## src/rtl/pmic_rail_seq.sv

```systemverilog
module pmic_rail_seq #(
  parameter int PG_POLL_MS       = 6,
  parameter int PG_TIMEOUT_MS    = 100,
  parameter int SETTLE_MS        = 150,
  parameter int PMIC_POLL_MS     = 1,
  parameter int PMIC_TIMEOUT_MS  = 350,
  parameter int DRAIN_TIMEOUT_MS = 4000
) (
  input  logic clk,
  input  logic rst_n,
  input  logic tick_ms,
  input  logic cmd_on,
  input  logic cmd_off,
  input  logic conv_pg,
  input  logic pwr_good,
  input  logic kpd_sense,
  output logic en_3v3,
  output logic en_5v,
  output logic conv_en,
  output logic kpd_drv_n,
  output logic resin_n,
  output logic busy,
  output logic done,
  output logic err
);
  localparam int M1    = (PG_TIMEOUT_MS > PMIC_TIMEOUT_MS) ? PG_TIMEOUT_MS : PMIC_TIMEOUT_MS;
  localparam int M2    = (M1 > DRAIN_TIMEOUT_MS) ? M1 : DRAIN_TIMEOUT_MS;
  localparam int MAXMS = (M2 > SETTLE_MS) ? M2 : SETTLE_MS;
  localparam int CW    = $clog2(MAXMS + 2);

  typedef enum logic [3:0] {
    S_IDLE, S_CPG_ON, S_ON_SETTLE, S_PMIC_ON, S_OFF_START, S_PMIC_OFF,
    S_OFF_SETTLE, S_CONV_CHK, S_CPG_OFF, S_PG_DROP, S_DRAIN_SETTLE
  } state_t;

  state_t st;
  logic [CW-1:0] ms, pc, w_poll, w_to;
  logic due, is_wait, w_cond, w_fin, d_fin;

  wire is_dly = (st == S_ON_SETTLE) || (st == S_OFF_SETTLE) || (st == S_DRAIN_SETTLE);

  always_comb begin
    is_wait = 1'b1;
    w_cond  = 1'b0;
    w_poll  = CW'(PMIC_POLL_MS);
    w_to    = CW'(PMIC_TIMEOUT_MS);
    case (st)
      S_CPG_ON:   begin w_cond = conv_pg;   w_poll = CW'(PG_POLL_MS); w_to = CW'(PG_TIMEOUT_MS); end
      S_CPG_OFF:  begin w_cond = !conv_pg;  w_poll = CW'(PG_POLL_MS); w_to = CW'(PG_TIMEOUT_MS); end
      S_PMIC_ON:  w_cond = pwr_good;
      S_PMIC_OFF: w_cond = !pwr_good;
      S_PG_DROP:  begin w_cond = !pwr_good; w_to = CW'(DRAIN_TIMEOUT_MS); end
      default:    is_wait = 1'b0;
    endcase
  end

  assign w_fin = is_wait && due && (w_cond || ms >= w_to);
  assign d_fin = is_dly && tick_ms && (ms + 1'b1 == CW'(SETTLE_MS));

  always_ff @(posedge clk or negedge rst_n) begin
    if (!rst_n) begin
      ms <= '0; pc <= '0; due <= 1'b1;
    end else if (!(is_wait || is_dly) || w_fin || d_fin) begin
      ms <= '0; pc <= '0; due <= 1'b1;
    end else if (is_wait) begin
      if (due) due <= 1'b0;
      else if (tick_ms) begin
        ms <= ms + 1'b1;
        if (pc + 1'b1 == w_poll || ms + 1'b1 >= w_to) begin
          due <= 1'b1; pc <= '0;
        end else pc <= pc + 1'b1;
      end
    end else if (tick_ms) ms <= ms + 1'b1;
  end

  always_ff @(posedge clk or negedge rst_n) begin
    if (!rst_n) begin
      st <= S_IDLE; en_3v3 <= 1'b0; en_5v <= 1'b0; conv_en <= 1'b0;
      kpd_drv_n <= 1'b1; resin_n <= 1'b1; busy <= 1'b0; done <= 1'b0; err <= 1'b0;
    end else begin
      done <= 1'b0;
      case (st)
        S_IDLE:
          if (cmd_off) begin
            busy <= 1'b1; err <= 1'b0; st <= S_OFF_START;
          end else if (cmd_on) begin
            busy <= 1'b1; err <= 1'b0;
            en_3v3 <= 1'b1; en_5v <= 1'b1; conv_en <= 1'b1;
            st <= S_CPG_ON;
          end
        S_CPG_ON:
          if (w_fin) begin
            if (!w_cond) err <= 1'b1;
            st <= S_ON_SETTLE;
          end
        S_ON_SETTLE:
          if (d_fin) begin
            if (err) st <= S_OFF_START;
            else if (pwr_good) begin busy <= 1'b0; done <= 1'b1; st <= S_IDLE; end
            else if (!kpd_sense) begin err <= 1'b1; st <= S_OFF_START; end
            else begin kpd_drv_n <= 1'b0; st <= S_PMIC_ON; end
          end
        S_PMIC_ON:
          if (w_fin) begin
            kpd_drv_n <= 1'b1;
            if (w_cond) begin busy <= 1'b0; done <= 1'b1; st <= S_IDLE; end
            else begin err <= 1'b1; st <= S_OFF_START; end
          end
        S_OFF_START:
          if (pwr_good && kpd_sense) begin
            kpd_drv_n <= 1'b0; resin_n <= 1'b0; st <= S_PMIC_OFF;
          end else if (pwr_good) begin
            err <= 1'b1; st <= S_OFF_SETTLE;
          end else st <= S_CONV_CHK;
        S_PMIC_OFF:
          if (w_fin) begin
            kpd_drv_n <= 1'b1; resin_n <= 1'b1;
            if (!w_cond) err <= 1'b1;
            st <= S_OFF_SETTLE;
          end
        S_OFF_SETTLE:
          if (d_fin) st <= S_CONV_CHK;
        S_CONV_CHK:
          if (conv_en) begin
            conv_en <= 1'b0; st <= S_CPG_OFF;
          end else begin
            en_3v3 <= 1'b0; en_5v <= 1'b0; busy <= 1'b0; done <= 1'b1; st <= S_IDLE;
          end
        S_CPG_OFF:
          if (w_fin) begin
            if (!w_cond) err <= 1'b1;
            st <= S_PG_DROP;
          end
        S_PG_DROP:
          if (w_fin) begin
            if (!w_cond) err <= 1'b1;
            st <= S_DRAIN_SETTLE;
          end
        S_DRAIN_SETTLE:
          if (d_fin) begin
            en_3v3 <= 1'b0; en_5v <= 1'b0; busy <= 1'b0; done <= 1'b1; st <= S_IDLE;
          end
        default: st <= S_IDLE;
      endcase
    end
  end

  a_r13_kpd_only_busy: assert property (@(posedge clk) disable iff (!rst_n)
    !kpd_drv_n |-> busy);
  a_r13_resin_with_kpd: assert property (@(posedge clk) disable iff (!rst_n)
    !resin_n |-> !kpd_drv_n);
  a_r11_done_not_busy: assert property (@(posedge clk) disable iff (!rst_n)
    done |-> !busy);
  a_r10_start_needs_cmd: assert property (@(posedge clk) disable iff (!rst_n)
    $rose(busy) |-> $past(cmd_on || cmd_off));
  a_r12_err_clear_on_start: assert property (@(posedge clk) disable iff (!rst_n)
    $fell(err) |-> $rose(busy));
  a_r9_conv_under_rails: assert property (@(posedge clk) disable iff (!rst_n)
    conv_en |-> (en_3v3 && en_5v));
endmodule

```

## config.mk

```make
export PLATFORM = sky130hd
export DESIGN_NAME = pmic_rail_seq
export DESIGN_NICKNAME = d
export VERILOG_FILES = /design/src/rtl/pmic_rail_seq.sv
export SDC_FILE = /design/constraint.sdc
export NUM_CORES = 1
export LEC_CHECK = 0
export BUFFER_PORTS_ARGS = -buffer_cell sky130_fd_sc_hd__buf_2
export CORE_ASPECT_RATIO = 0.7
export CORE_UTILIZATION = 62
export DETAILED_ROUTE_END_ITERATION = 10
export PLACE_DENSITY = 0.81
export SLEW_MARGIN = 20
export SYNTH_ARGS = -nofsm -noshare
export SYNTH_HDL_FRONTEND = slang
export SYNTH_SLANG_ARGS = --single-unit
```

## constraint.sdc

```tcl
create_clock -name clk -period 4 [get_ports clk]
set_clock_uncertainty 0.2 [all_clocks]
set_input_delay 0.2 -clock clk [delete_from_list [all_inputs] [get_ports clk]]
set_output_delay 0.2 -clock clk [all_outputs]
set_load 0.01 [all_outputs]
```

# ---- Word-level counts from Yosys, hierarchy flattened
# Index checks and enable logic that the tools add are counted.
dict set report totals {
  ff_bits 36
  output_inout_bits 8
  elab_cells 164
}
dict set report classes {
  n_addsub 2
  n_lt_le_gt_ge 2
  eq_ne 37
  n_mux 76
  n_reduce_logical 36
}
# op count
set op_table {}
lappend op_table {{$mux 12} 9}
lappend op_table {{$mux 4} 11}
lappend op_table {{$pmux 4 s11} 1}
lappend op_table {{$mux 1} 40}
lappend op_table {{$ne 2x2->1 const B} 20}
lappend op_table {{$add 12x1->12 const B} 2}
lappend op_table {{$ge 12x12->1} 2}
lappend op_table {{$pmux 12 s2} 1}
lappend op_table {{$reduce_and 9->1} 2}
lappend op_table {{$eq 4x3->1 const B} 4}
lappend op_table {{$mux 3} 5}
lappend op_table {{$reduce_and 7->1} 2}
lappend op_table {{$eq 12x12->1} 1}
lappend op_table {{$eq 12x8->1 const B} 1}
lappend op_table {{$eq 4x4->1 const B} 3}
lappend op_table {{$pmux 1 s4} 3}
lappend op_table {{$reduce_and 3->1} 3}
lappend op_table {{$eq 4x2->1 const B} 2}
lappend op_table {{$reduce_bool 2->1} 4}
lappend op_table {{$logic_or 1x1->1} 7}
lappend op_table {{$ne 2x1->1 const B} 3}
lappend op_table {{$pmux 1 s3} 2}
lappend op_table {{$reduce_bool 3->1} 2}
lappend op_table {{$reduce_or 2->1} 3}
lappend op_table {{13 further kinds} 20}

# ---- Depth between registers and ports, before layout
dict set report logic_depth {
  ltp_word 10
  mapped_depth 14
  mapped_depth_nobuf 14
}

# ---- Worst setup path after synthesis
# OpenSTA, ideal clock, no wires.
dict set report synth_path {
  path_type {register to register}
  startpoint {register st[1]}
  endpoint {register pc[2]}
  arrival_time_ps 3008
  t_required_ps 3735
  setup_slack_ps 727
  stages_incl_launch_ff 13
  path_buffers 4
  period_less_slack_ps 3273
  cell_sequence {dfrtp_1 > clkbuf_1 > clkbuf_1 > buf_1 > or3_1 > ha_1 > a211o_1 > a2111oi_0 > o31ai_1 > a31oi_1 > and2_1 > buf_2 > a22o_1}
}
dict set report synth_via {
  elab_chain_len 10
  word_cells_on_any_way 39
  cone_classes {2 x order compare; 10 x eq/ne; 9 x mux; 18 x reduce/logical}
}
# item line_no
set synth_rtl {}
lappend synth_rtl {{start, declared} 36} ;# state_t st;
lappend synth_rtl {{start signal, assigned} 78} ;# st <= S_IDLE; en_3v3 <= 1'b0; en_5v <= 1'b0; conv_en <= 1'b0;
lappend synth_rtl {{start signal, assigned} 85} ;# busy <= 1'b1; err <= 1'b0; st <= S_OFF_START;
lappend synth_rtl {{start signal, assigned} 89} ;# st <= S_CPG_ON;
lappend synth_rtl {{$eq 4x4->1 / $eq 4x1->1 (equally long branches)} 47} ;# case (st)
lappend synth_rtl {{$reduce_or 2->1 (no source line)} --}
lappend synth_rtl {{$pmux 12 s2 / $mux 3 (equally long branches)} 47}
lappend synth_rtl {{$ge 12x12->1, or another cell as far along} 69} ;# if (pc + 1'b1 == w_poll || ms + 1'b1 >= w_to) begin
lappend synth_rtl {{$logic_or 1x1->1 (on tied branches)} {69, 57}}
lappend synth_rtl {{$mux 12 / $logic_and 1x1->1 (equally long branches)} {69, 57}}
lappend synth_rtl {{$mux 12 / $logic_or 1x1->1 (equally long branches)} {67, 63}}
lappend synth_rtl {{$mux 12 / $logic_or 1x1->1 (equally long branches)} {66, 63}}
lappend synth_rtl {{$mux 12, or another cell as far along} 65} ;# end else if (is_wait) begin
lappend synth_rtl {{$mux 12 / $reduce_and 3->1 (equally long branches)} --}
lappend synth_rtl {{end signal, assigned} 71} ;# end else pc <= pc + 1'b1;
lappend synth_rtl {{end, declared} 37} ;# logic [CW-1:0] ms, pc, w_poll, w_to;
# Parallel ways exist; a longest one is shown, timed or not. The select of a mux whose other input is x is not followed.
# A chain may end at the register's enable or synchronous reset.

# ---- Final worst setup path
dict set report layout_path {
  startpoint {register st[0]}
  endpoint {register pc[9]}
}
# Same word-level chain as after synthesis.

==> flow_metrics.env <==
export IMPL_ys_top_cells_by_area="dfrtp_1, ha_1, xnor2_1"
export IMPL_num_antenna_cells=0
export IMPL_place_hpwl_mm=5.43
export IMPL_combPwrFrac=0.523
export IMPL_synth_edff_count=0
export IMPL_crit_arrival_ps=3700
export IMPL_path_cells="nor2_1 > or3_1 > inv_1 > ha_1 > a21o_1 > a211o_1 > a2111oi_1 > o31ai_1 > a31oi_1 > nand3_2 > o22ai_1 > a22o_1"
export IMPL_grt_max_degree=37
export IMPL_synth_seq_area_share=0.290
export IMPL_power_mw=1.58
export IMPL_hold_viol=0
export IMPL_status="completed"
export IMPL_start_kind="flop"
export IMPL_cp_end_kind="flop"
export IMPL_leakage_nw=1.48
export IMPL_slew_viol_final=0
export IMPL_synth_commonest_cells="nor2_1, dfrtp_1, nand2_1"
export IMPL_globalRouteMet1Util=0.432
export IMPL_powerDensity_mw_per_mm2=478
export IMPL_seq_power_share=0.315
export IMPL_cts_tree="done"
export IMPL_synth_area_per_cell_um2=8.28
export IMPL_dpl_instance_area_mm2=0.00322
export IMPL_track_usage=0.298
export IMPL_grt_pass1_vias=2491
export IMPL_max_stage_delay_ps=520
export IMPL_syn_cell_area_mm2=0.00312
export IMPL_cts_root_buffer="clkbuf_8"
export IMPL_ys_async_sr_fraction=1.00
export IMPL_drt_vias_per_instance=6.54
export IMPL_cp_required_ps=4030
export IMPL_setup_viol=0
export IMPL_synth_top_family_by_area="simple AND/OR/NAND/NOR gates"
export IMPL_synth_top_area_cell="dfrtp_1"
export IMPL_port_buffers=15
export IMPL_synth_top_cell_area_share=0.264
export IMPL_fin_crit_ps=3670
export IMPL_drt_iter0_markers=217
export IMPL_yosys_warnings=0
export IMPL_drive_gt1_frac=0.131
export IMPL_synth_seq_cells=36
export IMPL_h_tree_depth=2
export IMPL_dr_pass1_iters=5
export IMPL_nets=409
export IMPL_relSlewSlack=0.438
export IMPL_drc=0
export IMPL_place_congestion=0.984
export IMPL_ir_drop_mv=0.251
export IMPL_fp_dieArea_mm2=0.00533
export IMPL_finish_utilization=0.688
export IMPL_overflow=0
export IMPL_cts_buffer_depth=2
export IMPL_fp_dieW_um=86.8
export IMPL_drv_cap=0
export IMPL_critPathSlowestCell="dfrtp_1"
export IMPL_top_usage_layer="met2"
export IMPL_wl_per_cell_um=16.4
export IMPL_placementRows=21
export IMPL_coreArea_mm2=0.00481
export IMPL_internal_power_uw=864
export IMPL_ys_flop_type="dfrtp_1"
export IMPL_vias=2955
export IMPL_synthCells=377
export IMPL_numCtsBuffers=5
export IMPL_max_clock_freq_mhz=272
export IMPL_synth_xor_area_frac=0.0617
export IMPL_synthMuxAreaShare=0.0240
export IMPL_crit_fanout=10
export IMPL_p_clk_frac=0.162
export IMPL_routed_wl_mm=7.42
export IMPL_p_switching_uw=719
export IMPL_fin_area_mm2=0.00331
export IMPL_initial_utilization=0.649
export IMPL_clock_sinks=36
export IMPL_antenna_found_initial=0
export IMPL_synth_simple_gate_area_share=0.266
export IMPL_clk_pin_slew_ps=70
export IMPL_grt_pass1_wl_mm=12.1
export IMPL_use_met3=0.0710
export IMPL_die_h_um=61.4
export IMPL_syn_nets=404
export IMPL_critPathKind="reg -> reg"
export IMPL_synth_compound_area_frac=0.233
export IMPL_synthAdderAreaFrac=0.0761
export IMPL_holdCritPathClass="in -> reg"
export IMPL_tightest_slew_ps=842
export IMPL_fin_setup_tns_ps=0
export IMPL_antenna_left=0
export IMPL_area_delta_synth_final_pct=5.97
export IMPL_io_pins=16
export IMPL_insertion_delay_ps=290
export IMPL_p_sw_frac=0.454
export IMPL_synth_distinct_cells=64
export IMPL_grt_met2_usage=0.441
export IMPL_yosysMostFrequentCell="nor2_1"
export IMPL_fin_crit_sh=0.918
export IMPL_post_cts_buffers=0
[stage by stage]
stage	cells	setup WS (ps)	hold slack, ps
6_report	452	328	98.1
4_1_cts	452	251	75.6
5_1_grt	452	-21.1	86.5
3_3_place_gp	443	402	142
2_1_floorplan	377	727	-296
3_5_place_dp	443	321	155
[cell type report]
cell class              instances  area [um2]
clock buffers                   7        76.3
well taps                      69        86.3
flip-flops and latches         36         905
inverters                      11        41.3
clock inverters                 1        5.00
repair buffers                 22         130
fillers                       392        1500
multi-input cells             306        2070
[cells by family (layout without fill, tap and decap cells)]
kind of cell    count (synthesis)  after routing
compound gates                102            102
xor+xnor                       22             22
fa+ha+maj                      19             19
buf+inv                        35             41
flops                          36             36
mux                             7              7
simple gates                  156            156
[final timing paths]
path | slack [ps] | end | from | depth (start not counted)
min in group asynchronous | 350 | pc[4]$_DFFE_PN0P_ | rst_n | 2
min reg2reg | 290 | en_5v$_DFFE_PN0P_ | en_5v$_DFFE_PN0P_ | 1
max | 330 | pc[9]$_DFFE_PN0P_ | st[0]$_DFFE_PN0P_ | 12
min | 100 | en_5v$_DFFE_PN0P_ | cmd_off | 3
max reg2reg | 330 | pc[9]$_DFFE_PN0P_ | st[0]$_DFFE_PN0P_ | 12
max in group asynchronous | 2720 | ms[3]$_DFFE_PN0P_ | rst_n | 2
[power groups by stage]
stage	registers (mW)	clock network, mW	logic [mW]
3_5_place_dp	0.506	0	0.805
5_1_grt	0.513	0.281	0.904
6_report	0.499	0.257	0.828
3_3_place_gp	0.501	0	0.788
2_1_floorplan	0.487	0	0.643
4_1_cts	0.498	0.263	0.811
[worst max-delay path, delay by kind of cell (launching register included)]
family                   cells  cell delay (ps)
AO/OA/AOI/OAI                7             1710
AND/OR/NAND/NOR              3              760
adder cells (fa/ha/maj)      1              260
buffers and inverters        1              160
flip-flops                   1              520
[state kept, by name (all words and copies together), names as in the netlist]
register and count:
pc 12, ms 12, st 4, en_5v 1
due 1, busy 1, done 1, conv_en 1
resin_n 1, err 1, kpd_drv_n 1
[layout by cell type (no fill, tap or decap), types with 3 or more instances in the layout]
cell / count
a211oi_1: 6
a21o_1: 7
a21oi_1: 19
a221oi_1: 4
a22o_1: 10
a31o_2: 3
a31oi_1: 4
and3_1: 9
and4_1: 3
buf_2: 15
buf_4: 6
clkbuf_8: 5
dfrtp_1: 33
dfstp_2: 3
ha_1: 19
inv_1: 10
mux2_2: 4
mux2i_1: 3
nand2_1: 28
nand2b_1: 6
nand3_1: 13
nand4_1: 8
nor2_1: 36
nor2b_1: 9
nor3_1: 16
o21ai_0: 11
o22a_1: 3
o22ai_1: 10
o31ai_1: 3
or2_2: 3
or3_1: 9
xnor2_1: 16
xor2_1: 6
[per-layer routing]
metal / vias to the layer above / share of wire
li1: 1416 / -
met1: 1402 / 0.48
met2: 121 / 0.43
met3: 16 / 0.069
met4: 0 / 0.016
met5: - / 0
[repair_timing]
action / 4_1_cts / 5_1_grt
endpoints found under the setup margin: 0 / 12
endpoints found under the hold margin: 33 / 0
resized for setup: 0 / 2
hold buffers: 1 / 0
Note: power is estimated with default switching activity, not from simulation.
